<file path="config.mk">
export PLATFORM = sky130hd
export DESIGN_NAME = sercomm_port
export DESIGN_NICKNAME = d
export VERILOG_FILES = /design/src/rtl/sercomm_pkg.sv /design/src/rtl/sercomm_sync.sv /design/src/rtl/sercomm_baud.sv /design/src/rtl/sercomm_tx.sv /design/src/rtl/sercomm_rx.sv /design/src/rtl/sercomm_port.sv
export SDC_FILE = /design/constraint.sdc
export NUM_CORES = 1
export LEC_CHECK = 0
export CORE_MARGIN = 8
export CORE_UTILIZATION = 41
export DETAILED_ROUTE_END_ITERATION = 16
export DONT_BUFFER_PORTS = 1
export PLACE_DENSITY = 0.65
export RECOVER_POWER = 100
export SLEW_MARGIN = 20
export SYNTH_ARGS = -nofsm -noshare
export SYNTH_HDL_FRONTEND = slang
export SYNTH_SLANG_ARGS = --single-unit
</file>
<file path="constraint.sdc">
create_clock -name clk -period 3.4 [get_ports clk]
set_clock_uncertainty 0.05 [all_clocks]
set_input_delay 0.17 -clock clk [delete_from_list [all_inputs] [get_ports clk]]
set_output_delay 0.17 -clock clk [all_outputs]
set_load 0.01 [all_outputs]
</file>
<file path="src/rtl/sercomm_pkg.sv">
package sercomm_pkg;

  localparam int WORD_W = 9;
  localparam int OVS    = 16;
  localparam int OVS_W  = $clog2(OVS);
  localparam int BIT_W  = $clog2(WORD_W + 1);

  typedef enum logic [1:0] {
    TX_IDLE,
    TX_START,
    TX_DATA,
    TX_STOP
  } tx_state_e;

  typedef enum logic [2:0] {
    RX_IDLE,
    RX_START,
    RX_DATA,
    RX_STOP,
    RX_WAIT_HIGH
  } rx_state_e;

  // data bits per frame for a length code
  function automatic logic [BIT_W-1:0] len_bits(input logic [1:0] code);
    case (code)
      2'b00:   len_bits = BIT_W'(7);
      2'b10:   len_bits = BIT_W'(9);
      default: len_bits = BIT_W'(8);
    endcase
  endfunction

endpackage

</file>
<file path="src/rtl/sercomm_sync.sv">
module sercomm_sync #(
  parameter int W      = 1,
  parameter int STAGES = 2,
  parameter logic [W-1:0] RST_VAL = '0
) (
  input  logic         clk,
  input  logic         rst_n,
  input  logic [W-1:0] d,
  output logic [W-1:0] q
);

  logic [W-1:0] pipe [STAGES];

  always_ff @(posedge clk or negedge rst_n) begin
    if (!rst_n) pipe[0] <= RST_VAL;
    else        pipe[0] <= d;
  end

  for (genvar s = 1; s < STAGES; s++) begin : g_stage
    always_ff @(posedge clk or negedge rst_n) begin
      if (!rst_n) pipe[s] <= RST_VAL;
      else        pipe[s] <= pipe[s-1];
    end
  end

  assign q = pipe[STAGES-1];

endmodule

</file>
<file path="src/rtl/sercomm_baud.sv">
module sercomm_baud #(
  parameter int DIV_W = 16
) (
  input  logic             clk,
  input  logic             rst_n,
  input  logic [DIV_W-1:0] div,
  output logic             tick
);

  logic [DIV_W-1:0] cnt;
  logic [DIV_W-1:0] lim;

  assign lim  = (div == '0) ? '0 : div - DIV_W'(1);
  assign tick = (cnt >= lim);

  always_ff @(posedge clk or negedge rst_n) begin
    if (!rst_n)    cnt <= '0;
    else if (tick) cnt <= '0;
    else           cnt <= cnt + DIV_W'(1);
  end

  // with a steady divider above one, ticks never come back to back
  assert_tick_spacing_R2: assert property (@(posedge clk) disable iff (!rst_n)
    (tick && div > DIV_W'(1)) |=> (!tick || !$stable(div)));

endmodule

</file>
<file path="src/rtl/sercomm_tx.sv">
module sercomm_tx
  import sercomm_pkg::*;
(
  input  logic              clk,
  input  logic              rst_n,
  input  logic              tick,
  input  logic [1:0]        len,
  input  logic              flow_en,
  input  logic              cts_ok,
  input  logic [WORD_W-1:0] in_data,
  input  logic              in_valid,
  output logic              in_ready,
  output logic              txd,
  output logic              hold_full
);

  tx_state_e         st;
  logic              hold_v;
  logic [WORD_W-1:0] hold_d;
  logic [WORD_W-1:0] sh;
  logic [OVS_W-1:0]  tcnt;
  logic [BIT_W-1:0]  bidx;
  logic [BIT_W-1:0]  nb;
  logic              launch;
  logic              bit_end;

  assign nb        = len_bits(len);
  assign in_ready  = !hold_v;
  assign hold_full = hold_v;
  assign bit_end   = tick && (tcnt == OVS_W'(OVS - 1));
  assign launch    = (st == TX_IDLE) && tick && hold_v && (!flow_en || cts_ok);

  // holding register
  always_ff @(posedge clk or negedge rst_n) begin
    if (!rst_n) begin
      hold_v <= 1'b0;
      hold_d <= '0;
    end else if (in_valid && !hold_v) begin
      hold_v <= 1'b1;
      hold_d <= in_data;
    end else if (launch) begin
      hold_v <= 1'b0;
    end
  end

  // frame sequencer
  always_ff @(posedge clk or negedge rst_n) begin
    if (!rst_n) begin
      st   <= TX_IDLE;
      txd  <= 1'b1;
      sh   <= '0;
      tcnt <= '0;
      bidx <= '0;
    end else begin
      if (st != TX_IDLE && tick && !bit_end) tcnt <= tcnt + OVS_W'(1);
      case (st)
        TX_IDLE: begin
          if (launch) begin
            sh   <= hold_d;
            st   <= TX_START;
            txd  <= 1'b0;
            tcnt <= '0;
          end
        end
        TX_START: begin
          if (bit_end) begin
            st   <= TX_DATA;
            txd  <= sh[0];
            sh   <= sh >> 1;
            bidx <= '0;
            tcnt <= '0;
          end
        end
        TX_DATA: begin
          if (bit_end) begin
            tcnt <= '0;
            if (bidx == nb - BIT_W'(1)) begin
              st  <= TX_STOP;
              txd <= 1'b1;
            end else begin
              txd  <= sh[0];
              sh   <= sh >> 1;
              bidx <= bidx + BIT_W'(1);
            end
          end
        end
        default: begin
          if (bit_end) begin
            st   <= TX_IDLE;
            tcnt <= '0;
          end
        end
      endcase
    end
  end

  // line is high whenever no frame is under way
  assert_idle_high_R1: assert property (@(posedge clk) disable iff (!rst_n)
    (st == TX_IDLE) |-> txd);

  // a frame only begins from a cycle where the handshake permitted it
  assert_cts_gate_R5: assert property (@(posedge clk) disable iff (!rst_n)
    (st == TX_START && $past(st) == TX_IDLE) |-> $past(!flow_en || cts_ok));

  // a waiting word is neither lost nor altered while a frame runs
  assert_hold_kept_R4: assert property (@(posedge clk) disable iff (!rst_n)
    (hold_v && st != TX_IDLE) |=> (hold_v && $stable(hold_d)));

endmodule

</file>
<file path="src/rtl/sercomm_rx.sv">
module sercomm_rx
  import sercomm_pkg::*;
(
  input  logic              clk,
  input  logic              rst_n,
  input  logic              tick,
  input  logic [1:0]        len,
  input  logic              flow_en,
  input  logic              enr_ok,
  input  logic              rxd,
  output logic [WORD_W-1:0] out_data,
  output logic              out_ferr,
  output logic              out_valid,
  input  logic              out_ready,
  output logic              ovr
);

  rx_state_e         st;
  logic [WORD_W-1:0] sh;
  logic [OVS_W-1:0]  cnt;
  logic [BIT_W-1:0]  bidx;
  logic [BIT_W-1:0]  nb;
  logic [BIT_W-1:0]  shamt;
  logic              bit_end;
  logic              half_bit;

  assign nb       = len_bits(len);
  assign shamt    = BIT_W'(WORD_W) - nb;
  assign bit_end  = tick && (cnt == OVS_W'(OVS - 1));
  assign half_bit = tick && (cnt == OVS_W'(OVS / 2 - 1));

  always_ff @(posedge clk or negedge rst_n) begin
    if (!rst_n) begin
      st        <= RX_IDLE;
      sh        <= '0;
      cnt       <= '0;
      bidx      <= '0;
      out_data  <= '0;
      out_ferr  <= 1'b0;
      out_valid <= 1'b0;
      ovr       <= 1'b0;
    end else begin
      if (out_valid && out_ready) begin
        out_valid <= 1'b0;
        ovr       <= 1'b0;
      end
      if (st != RX_IDLE && st != RX_WAIT_HIGH && tick) cnt <= cnt + OVS_W'(1);
      case (st)
        RX_IDLE: begin
          if (tick && !rxd && (!flow_en || enr_ok)) begin
            st  <= RX_START;
            cnt <= '0;
          end
        end
        RX_START: begin
          if (half_bit) begin
            cnt  <= '0;
            bidx <= '0;
            st   <= rxd ? RX_IDLE : RX_DATA;
          end
        end
        RX_DATA: begin
          if (bit_end) begin
            cnt <= '0;
            sh  <= {rxd, sh[WORD_W-1:1]};
            if (bidx == nb - BIT_W'(1)) st <= RX_STOP;
            else                        bidx <= bidx + BIT_W'(1);
          end
        end
        RX_STOP: begin
          if (bit_end) begin
            cnt <= '0;
            st  <= rxd ? RX_IDLE : RX_WAIT_HIGH;
            if (out_valid && !out_ready) begin
              ovr <= 1'b1;
            end else begin
              out_valid <= 1'b1;
              out_data  <= sh >> shamt;
              out_ferr  <= !rxd;
            end
          end
        end
        default: begin
          if (rxd) st <= RX_IDLE;
        end
      endcase
    end
  end

  // a pending word holds still until the host takes it
  assert_hold_stable_R12: assert property (@(posedge clk) disable iff (!rst_n)
    (out_valid && !out_ready) |=> (out_valid && $stable(out_data) && $stable(out_ferr)));

  // taking the pending word clears the loss flag
  assert_ovr_clear_R12: assert property (@(posedge clk) disable iff (!rst_n)
    (out_valid && out_ready) |=> !ovr);

  // hunting only starts while the peer allows reception
  assert_enr_gate_R9: assert property (@(posedge clk) disable iff (!rst_n)
    (st == RX_START && $past(st) == RX_IDLE) |-> $past(!flow_en || enr_ok));

  // after a bad stop bit, nothing starts until the line has been high
  assert_wait_high_R11: assert property (@(posedge clk) disable iff (!rst_n)
    (st == RX_WAIT_HIGH && !rxd) |=> (st == RX_WAIT_HIGH));

endmodule

</file>
<file path="src/rtl/sercomm_port.sv">
module sercomm_port
  import sercomm_pkg::*;
#(
  parameter int DIV_W       = 16,
  parameter int SYNC_STAGES = 2
) (
  input  logic              clk,
  input  logic              rst_n,
  input  logic [DIV_W-1:0]  cfg_div,
  input  logic [1:0]        cfg_len,
  input  logic              cfg_flow,
  input  logic [WORD_W-1:0] tx_data,
  input  logic              tx_valid,
  output logic              tx_ready,
  output logic [WORD_W-1:0] rx_data,
  output logic              rx_ferr,
  output logic              rx_valid,
  input  logic              rx_ready,
  output logic              rx_ovr,
  output logic              ser_txd,
  input  logic              ser_rxd,
  input  logic              peer_cts,
  input  logic              peer_rx_en,
  output logic              req_send,
  output logic              rdy_recv
);

  localparam int           NSYNC    = 3;
  localparam logic [NSYNC-1:0] SYNC_RST = 3'b100;

  logic [NSYNC-1:0] async_in;
  logic [NSYNC-1:0] synced;
  logic             rxd_s;
  logic             cts_s;
  logic             enr_s;
  logic             tick;
  logic             hold_full;

  assign async_in = {ser_rxd, peer_cts, peer_rx_en};
  assign {rxd_s, cts_s, enr_s} = synced;

  sercomm_sync #(.W(NSYNC), .STAGES(SYNC_STAGES), .RST_VAL(SYNC_RST)) u_sync (
    .clk   (clk),
    .rst_n (rst_n),
    .d     (async_in),
    .q     (synced)
  );

  sercomm_baud #(.DIV_W(DIV_W)) u_baud (
    .clk   (clk),
    .rst_n (rst_n),
    .div   (cfg_div),
    .tick  (tick)
  );

  sercomm_tx u_tx (
    .clk       (clk),
    .rst_n     (rst_n),
    .tick      (tick),
    .len       (cfg_len),
    .flow_en   (cfg_flow),
    .cts_ok    (cts_s),
    .in_data   (tx_data),
    .in_valid  (tx_valid),
    .in_ready  (tx_ready),
    .txd       (ser_txd),
    .hold_full (hold_full)
  );

  sercomm_rx u_rx (
    .clk       (clk),
    .rst_n     (rst_n),
    .tick      (tick),
    .len       (cfg_len),
    .flow_en   (cfg_flow),
    .enr_ok    (enr_s),
    .rxd       (rxd_s),
    .out_data  (rx_data),
    .out_ferr  (rx_ferr),
    .out_valid (rx_valid),
    .out_ready (rx_ready),
    .ovr       (rx_ovr)
  );

  assign req_send = cfg_flow && hold_full;
  assign rdy_recv = cfg_flow && !rx_valid;

endmodule

</file>
======== Word level (Yosys, flattened, before mapping) ========
Cells that the tools add are included.
W data, S select, Z words.
storage, ports and cells
  register bits ........................... 84
  latch bits .............................. 0
  memory bits (writable) .................. 0
  bits in read-only memories .............. 0
  bits of input ports ..................... 35
  output and inout bits ................... 16
  word-level logic and storage cells ...... 152
  memories kept ........................... 0
operators by class
  $add $sub $neg .......................... 8
  multipliers ............................. 0
  divide/modulo/power cells ............... 0
  order comparisons ....................... 1
  eq/ne operators ......................... 23
  shifts and indexed selects .............. 1
  mux-type cells .......................... 54
  bitwise gates (word level) .............. 1
  reduce and logical (&&, ||, !) cells .... 46
operators by type and width
  operator                 count
  $mux W4                  14
  $mux W9                  4
  $mux W16                 2
  $pmux W9 S3              1
  $pmux W4 S2              3
  $mux W3                  7
  $ne A2 B1 Y1 const B     9
  $logic_and A1 B1 Y1      17
  $add A16 B1 Y16 const B  1
  $add A4 B1 Y4 const B    4
  $ge A16 B16 Y1           1
  $logic_not A16 Y1        1
  $sub A16 B1 Y16 const B  1
  $mux W1                  13
  $mux W2                  6
  $pmux W3 S4              1
  $pmux W4 S3              1
  $reduce_and A4 Y1        3
  $reduce_and A5 Y1        2
  $reduce_bool A2 Y1       5
  $shr A9 B4 Y9            1
  $eq A4 B4 Y1             2
  $eq A4 B4 Y1 const B     2
  $eq A3 B2 Y1 const B     2
  21 further kinds         31

======== Longest topological paths before layout ========
Gate-level depths: netlist of run 1.
  depth after elaboration ................. 9
  gate-level depth with buffers ........... 18
  gate-level depth less buffers ........... 15

======== By module ========
A second synthesis of run 1 with hierarchy kept.
second synthesis, totals
  cell total of the unflattened synthesis .. 489
  area, all modules ....................... 5,021.1 um2
modules (own cells, without submodules)
  module        instances  cells each  area an instance (um2)  sequential area each (um2)
  sercomm_rx    1          163         1,625.3                 800.8
  sercomm_tx    1          137         1,602.8                 752.0
  sercomm_baud  1          178         1,597.8                 400.4
  sercomm_sync  1          9           175.2                   152.6
  sercomm_port  1          2           20.0                    0.0

======== Worst setup path before layout of run 1 ========
OpenSTA, ideal clock, no wires.
  path type ............................... in2reg
  start point ............................. input cfg_div[6]
  end point ............................... register u_rx.ovr
  setup time .............................. 130 ps
  data arrival time ....................... 3,658 ps
  required time ........................... 3,220 ps
  setup slack ............................. -438 ps
  stages .................................. 17
  buffers on the path ..................... 4
  cells stage by stage .................... or4_1 > nor4_1 > nand2b_1 > nor2_1 > nand2_1 > clkbuf_1 > nand2_1 > ha_1 > a21o_1 > a21o_1 > a2111o_1 > a221o_1 > buf_6 > clkbuf_1 > clkbuf_1 > a31oi_1 > a21oi_1
on the way
  cells in the longest elaborated chain, start to end .. 6
  elaborated cells between the ends (all ways) .. 7
  classes of those cells .................. 1 x add/sub; 1 x order compare; 3 x mux; 2 x reduce/logical
ends and longest elaborated chain
  what                                                  line                source
  start: declaration                                    sercomm_port.sv:9   input logic [DIV_W-1:0] cfg_div,
  $sub A16 B1 Y16 or $logic_not A16 Y1 (tied branches)  sercomm_baud.sv:13  assign lim = (div == '0) ? '0 : div - DIV_W'(1);
  $mux W16 *                                            sercomm_baud.sv:13
  $ge A16 B16 Y1 *                                      sercomm_baud.sv:14  assign tick = (cnt >= lim);
  $logic_and A1 B1 Y1 *                                 sercomm_rx.sv:29    assign bit_end = tick && (cnt == OVS_W'(OVS - 1));
  $mux W1 *                                             sercomm_rx.sv:71    if (bit_end) begin
  $mux W1 *                                             sercomm_rx.sv:48    case (st)
  end signal: assignment                                sercomm_rx.sv:41    ovr <= 1'b0;
  end signal: assignment                                sercomm_rx.sv:45    ovr <= 1'b0;
  end signal: assignment                                sercomm_rx.sv:75    ovr <= 1'b1;
  end: declaration                                      sercomm_rx.sv:15    output logic ovr
Every way passes the cells marked *; elsewhere a longest branch is shown, timed or not.
A chain may end at the register's enable or synchronous reset.

======== Worst setup path after layout of run 1 ========
  start point ............................. input cfg_div[3]
  end point ............................... register u_tx.sh[4]
on the way
  cells in the longest elaborated chain, start to end .. 8
  elaborated cells between the ends (all ways) .. 12
  classes of those cells .................. 1 x add/sub; 1 x order compare; 3 x eq/ne; 1 x mux; 6 x reduce/logical
ends and longest elaborated chain
  what                                                  line                source
  $sub A16 B1 Y16 or $logic_not A16 Y1 (tied branches)  sercomm_baud.sv:13
  $mux W16 *                                            sercomm_baud.sv:13
  $ge A16 B16 Y1 *                                      sercomm_baud.sv:14
  $logic_and A1 B1 Y1 (3 in series)                     sercomm_tx.sv:31    assign launch = (st == TX_IDLE) && tick && hold_v && (!flow_en || cts_ok);
  $ne A2 B1 Y1 (no line)                                --
  $reduce_and A5 Y1 (no line) *                         --
  end signal: assignment                                sercomm_tx.sv:59    sh <= hold_d;
  end signal: assignment                                sercomm_tx.sv:69    sh <= sh >> 1;
  end signal: assignment                                sercomm_tx.sv:82    sh <= sh >> 1;
  end: declaration                                      sercomm_tx.sv:20    logic [WORD_W-1:0] sh;
Marked as above.

==> qor.yml, run 1 <==
run_status:
  status: "complete, but fails checks"
  violations: "capacitance limit, slew limit, setup timing"
cells_and_area:
  fillers: 994
  finalNetCount: 593
  fin_util: 0.510
  syn_to_final_growth_pct: 21.6
  drive_gt1_frac: 0.216
  antenna_cells: 0
  register_area_um2: 2110
  multi_input_area_um2: 2700
clocking:
  cts_sinks: 84
  insertion_delay_ps: 340
  root_buffer: "clkbuf_16"
  clk_pin_slew_ps: 70
  h-tree-depth: 3
  cts_buffer_depth: 2
  cts_tree: "done"
  cts_inserted_buffers: 9
worst_setup_path:
  rrSetupSlack_ps: 570
  crit_path_start_kind: "input pin"
  crit_fanout: 5
  crit_type: "in -> reg"
  endpoint_kind: "flop"
  timing.critical_path.from: "cfg_div[3]"
  reg2regPathDepth: 10
  r2r-end: "u_rx.st[1]"
  cp_common_cell: "buf_6"
  crit_arrival_ps: 3650
  slowest_stage: "or4_4"
  critPathMaxStageDelay_ps: 510
  r2r-start: "u_baud.cnt[13]"
  crit_chain: "or4_4, or3_4, inv_4, nand2_2, nor3_2, a21oi_1, ha_1, nand4_4, buf_6, nor4_4, a221o_1, buf_6, a21oi_4, a2111oi_4, buf_4, mux2_2"
  worstPathRequired_ps: 3580
drt:
  vias: 3669
  vias_per_cell: 5.40
  wl_per_cell_um: 15.3
  drt_iter0_drc: 192
  drtAntennaViolNets: 0
  drc: 0
  drt-total-wl_um: 10400
  drtPass1Iterations: 4
grt:
  grt_pass1_vias: 3671
  grt_pass1_wl_um: 17500
  overflow: 0
  antenna_found_initial: 0
  grt_max_degree: 85
  gr-usage-all-layers: 0.141
synthesis:
  synthTopCellsByArea: "dfrtp_1 43%, mux2_2 8.5%, ha_1 6.8%"
  synthMuxAreaShare: 0.102
  synth_adder_area_share: 0.0683
  synth_compound_area_frac: 0.129
  netlist.area_leader.share: 0.426
  yosys_most_used_dff: "dfrtp_1"
  async_flop_share: 1.00
  synth_seq_cells: 84
  syn_area_um2: 4760
  synth_edf_count: 0
  synth.avg_cell_area_um2: 9.80
  yosys.area.top_type: "dfrtp_1"
  ys_types: 54
  synth-simple-area-share: 0.184
  ys_seq_area_frac: 0.442
  synth_commonest_cells: "81 x dfrtp_1, 60 x nand2_1, 50 x nor2_1"
  synth_top_family_by_area: "simple AND/OR/NAND/NOR gates"
  synth_xor_area_frac: 0.0478
  yosysMostFrequentCell: "dfrtp_1"
  syn_nets: 547
  ys.warnings.count: 0
  synth_cells: 486
die:
  die_h_um: 124
  num_rows: 39
  die-width_um: 124
  die-area_um2: 15300
  pin_count: 51
  initial_core_util: 0.419
  core_area_um2: 11400
timing:
  maxSlewViolCount: 85
  maxSlewHeadroom: -0.346
  hold_viol_final: 0
  holdWs_ps: 16.5
  fmaxAchievable_mhz: 288
  tightest_slew_ps: 2020
  post-route-min-period_ps: 3470
  finalSetupViolCount: 20
  period_share: 1.02
  worst_slack_ps: -71.8
  rsz0062_at_grt: "true"
run:
  drv_cap: 1
placement:
  place.gp.congestion: 0.823
  place_ws_ps: -553
  hpwl_um: 7420
  io_buffers: 0
power:
  powerDensity_nw_per_um2: 510
  vdd_drop_max_mv: 0.349
  power_mw: 2.95
  leakagePower_nw: 2.62
worst_hold_path:
  hold_class: "in -> reg"
  hold_path.startpoint: "cfg_len[0]"
  worstHoldEndpoint: "u_rx.out_data[0]"
  hold_depth: 2
==> worst max path at each step <==
stage / endpoint / slack (ps) / cells past startpoint
2_1_floorplan: u_tx.sh[0] / -240 / 15
3_3_place_gp: u_tx.sh[3] / -490 / 12
3_5_place_dp: u_tx.sh[3] / -550 / 12
4_1_cts: u_tx.sh[4] / -60 / 16
5_1_grt: u_tx.sh[4] / -240 / 17
6_report: u_tx.sh[4] / -70 / 16
==> repair_timing <==
item / 4_1_cts / 5_1_grt
resized for setup: 18 / 11
pin swaps: 8 / 7
endpoints found under the setup margin: 19 / 42
endpoints found under the hold margin: 105 / 0
buffers inserted: 3 / 3
hold buffers: 19 / 0
gates cloned: 1 / 1
==> kinds of logic after synthesis <==
group	after synthesis
fa+ha+maj	26
simple gates	182
flops	84
buf+inv	31
mux	44
compound gates	93
xor+xnor	26
==> final cells by class <==
type,count,area share
clock buffer,9,0.0389
clock inverter,7,0.0140
inverter,15,0.0101
multi-input combinational,372,0.465
sequential,84,0.363
tap,143,0.0309
timing repair buffer,50,0.0775
==> critical path, delay by kind of cell <==
kind	cells	cell delay (ps)
compound gates	4	770
simple gates	6	1470
fa+ha+maj	1	340
mux	1	330
buf+inv	4	550
==> layer usage <==
layer | track usage | up-vias | wire length (um)
met4 | 0.0429 | 0 | 138
met2 | 0.236 | 54 | 5150
met5 | 0 | - | 0
met1 | 0.174 | 1780 | 4650
met3 | 0.0385 | 11 | 434
li1 | - | 1824 | -
==> report_power, final <==
part / internal (mW) / switching, mW / total [mW]
Clock: 0.579 / 0.418 / 0.997
Sequential: 1.12 / 0.159 / 1.28
Combinational: 0.322 / 0.352 / 0.674
==> per-stage QoR <==
| stage | instances | setup TNS, ps | cell area (um^2) |
|---|---|---|---|
| 4_1_cts | 676 | -424 | 5730 |
| 5_1_grt | 680 | -5620 | 5790 |
| 3_5_place_dp | 637 | -16420 | 5100 |
| 2_1_floorplan | 486 | -4120 | 4830 |
| 6_report | 680 | -783 | 5790 |
| 3_3_place_gp | 637 | -13880 | 5100 |
==> flip-flops by register name, indices dropped and copies added (netlist names) <==
signal / flops
u_rx.out_data: 9
u_tx.hold_d: 9
u_tx.hold_full: 1
u_sync.pipe: 3
u_rx.bidx: 4
u_baud.cnt: 16
u_rx.out_ferr: 1
u_tx.txd: 1
u_rx.st: 3
u_tx.tcnt: 4
u_rx.ovr: 1
u_tx.bidx: 4
u_sync.q: 3
u_tx.st: 2
u_rx.out_valid: 1
u_tx.sh: 9
u_rx.cnt: 4
u_rx.sh: 9
==> layout by cell type, fill, tap and decap left out, types with 3 or more instances in the layout <==
master and n:
o211ai_1 3, a21o_1 5, buf_4 24, nand2_1 56, nor2b_1 8, dfrtp_1 81
o31ai_1 3, and3_1 7, a31oi_1 3, nand4_1 7, a21oi_1 23, nor3_2 3
ha_1 25, clkinvlp_4 3, mux2i_1 8, nand3_1 12, nor3_1 6, xor2_1 15
xnor2_1 11, o21ai_0 28, inv_1 14, nand2b_1 5, a22o_1 6, dlygate4sd3_1 18
mux2_2 36, clkbuf_16 9, nor2_1 48, buf_6 4, nand2_2 4
Power figures use the tool's default switching activity.
==> run 2: changes to the inputs <==
--- a/config.mk
+++ b/config.mk
@@ -11,6 +11,7 @@
 export DONT_BUFFER_PORTS = 1
 export PLACE_DENSITY = 0.65
 export RECOVER_POWER = 100
+export SETUP_SLACK_MARGIN = 0.15
 export SLEW_MARGIN = 20
 export SYNTH_ARGS = -nofsm -noshare
 export SYNTH_HDL_FRONTEND = slang
==> run 2 against run 1 <==
The run still ends with capacitance limit, slew limit, setup timing left; first-iteration DRC count grew 20%; count of clock-buffer cells in the layout increased by 2; sequential power hardly changed; critical path type unchanged; largest power group unchanged.
==> qor.yml, run 2 (same netlist as run 1, synthesis figures left out) <==
timing:
  tightest_slew_ps: 2070  # +52.6 ps
  worst_slack_ps: -24.8  # +47.0 ps
  maxSlewHeadroom: -0.382  # -0.0350
  fmaxAchievable_mhz: 292  # +1.4%
  maxSlewViolCount: 85  # unchanged
  tns_ps: -66.6  # +717 ps
  hold_viol_final: 0  # unchanged
  finalSetupViolCount: 8  # -60%
  post-route-min-period_ps: 3420  # -47.0 ps
  holdWs_ps: 10.9  # -5.55 ps
  period_share: 1.01  # -0.0138
  rsz0062_at_grt: "true"
drt:
  vias_per_cell: 5.40  # about the same
  vias: 3748  # +2.2%
  wl_per_cell_um: 15.7  # +2.6%
  drt-total-wl_um: 10900  # +4.7%
  drtPass1Iterations: 7  # +3
  drt_iter0_drc: 230  # +20%
  drtAntennaViolNets: 0  # unchanged
  drc: 0  # unchanged
worst_setup_path:
  crit_path_start_kind: "input pin"
  rrSetupSlack_ps: 590  # +20 ps
  crit_type: "in -> reg"
  worstPathRequired_ps: 3580  # about the same
  endpoint_kind: "flop"
  crit_fanout: 5  # unchanged
  r2r-end: "u_tx.sh[3]"
  reg2regPathDepth: 10  # unchanged
  r2r-start: "u_baud.cnt[13]"
  crit_arrival_ps: 3600  # -50 ps
grt:
  antenna_found_initial: 0  # unchanged
  grt_pass1_wl_um: 18000  # +3.0%
  gr-usage-all-layers: 0.147  # +0.00555
  grt_pass1_vias: 3752  # +2.2%
  overflow: 0  # unchanged
  grt_max_degree: 85  # unchanged
cells_and_area:
  final_area_um2: 6140  # +6.0%
  antenna_cells: 0  # unchanged
  largest_register_ff_count: 16  # unchanged
  mostFrequentLayoutCell: "dfrtp_1"
  fin_util: 0.540  # +0.0308
  drive_gt1_frac: 0.272  # +0.0562
  fillers: 974  # -2.0%
  top_register: "u_baud.cnt"
  syn_to_final_growth_pct: 29.0
  layout_common_cells: "81 x dfrtp_1, 49 x nand2_1, 47 x nor2_1, 33 x buf_4, 26 x mux2_2"
  finalNetCount: 607  # +2.4%
  final_cells: 694  # +2.1%
  register_area_um2: 2110  # unchanged
  multi_input_area_um2: 2870  # +6.5%
die:
  pin_count: 51  # unchanged
  die_h_um: 124  # unchanged
  die-width_um: 124  # unchanged
  initial_core_util: 0.419  # unchanged
  die-area_um2: 15300  # unchanged
  num_rows: 39  # unchanged
  core_area_um2: 11400  # unchanged
placement:
  io_buffers: 0  # unchanged
  place_area_um2: 5130  # +0.44%
  hpwl_um: 7210  # -2.8%
  dp_cells: 640  # +0.47%
  place.gp.congestion: 0.832  # +1.2%
  place_ws_ps: -521  # +31.6 ps
power:
  powerDensity_nw_per_um2: 494  # -3.0%
  leakagePower_nw: 2.78  # +5.8%
  power_mw: 3.04  # +2.9%
  vdd_drop_max_mv: 0.278  # -20%
clocking:
  cts_buffer_depth: 2  # unchanged
  insertion_delay_ps: 340  # about the same
  root_buffer: "clkbuf_16"
  cts_tree: "done"
  cts_sinks: 84  # unchanged
  h-tree-depth: 3  # unchanged
  clk_pin_slew_ps: 70  # about the same
  cts_inserted_buffers: 9  # unchanged
run_status:
  status: "complete, but fails checks"
  violations: "capacitance limit, slew limit, setup timing"
worst_hold_path:
  worstHoldEndpoint: "u_rx.out_data[0]"
  hold_path.startpoint: "cfg_len[0]"
  hold_class: "in -> reg"
  hold_depth: 2  # unchanged
run:
  drv_cap: 1  # unchanged
[run 2: changes by cell type in the layout (fill, tap and decap cells not counted), sizes merged]
cell	previous run	this run
buf	30	44
inv	18	16
bufbuf	0	1
clkbuf	11	12
[run 2: worst max-delay path by stage]
stage / slack (ps) / cells after the start / end / startpoint
global placement: -440 / 17 / u_tx.sh[2] / cfg_div[6]
finish: -20 / 16 / u_tx.sh[3] / cfg_div[3]
detailed placement: -520 / 17 / u_tx.sh[8] / cfg_div[6]
floorplan: -240 / 15 / u_tx.sh[0] / cfg_div[3]
CTS: 10 / 16 / u_tx.sh[8] / cfg_div[3]
global route: -130 / 14 / u_tx.sh[1] / cfg_div[3]
[run 2: timing repair]
item | in CTS | in global routing
buffers inserted | 10 | 5
endpoints found under the setup margin | 44 | 63
pin swaps | 6 | 2
gates resized for setup | 43 | 28
cloned | 4 | 0
hold buffers | 19 | 0
hold endpoints to repair | 106 | 0
[run 2: power by group]
group | internal, mW | switching, mW | leakage (nW) | total, mW
combinational | 0.393 | 0.391 | 1.54 | 0.784
sequential | 1.12 | 0.159 | 1.11 | 1.28
clock | 0.572 | 0.400 | 0.132 | 0.972
[run 2: worst max-delay path, cell delays in order]
cell and delay [ps]:
or4_4 520, or3_4 380, inv_2 80, nand2_2 60, xnor2_2 160, nand2_2 80
ha_4 220, a21o_1 170, a21o_1 180, a2111o_1 380, a221o_2 370, buf_6 150
a21oi_4 120, a2111oi_4 70, buf_4 200, mux2_4 290
[run 2: layout make-up]
class | count | share of cell area
inverter | 15 | 0.00916
sequential | 84 | 0.343
clock buffer | 11 | 0.0379
clock inverter | 5 | 0.00998
tap | 143 | 0.0291
timing repair buffer | 64 | 0.104
multi-input combinational | 372 | 0.467
[run 2: layer usage]
metal	track usage	up-vias	wire length, um
li1	-	1850	-
met1	0.189	1811	5050
met2	0.238	73	5240
met3	0.0354	14	424
met4	0.0459	0	155
met5	0	-	0
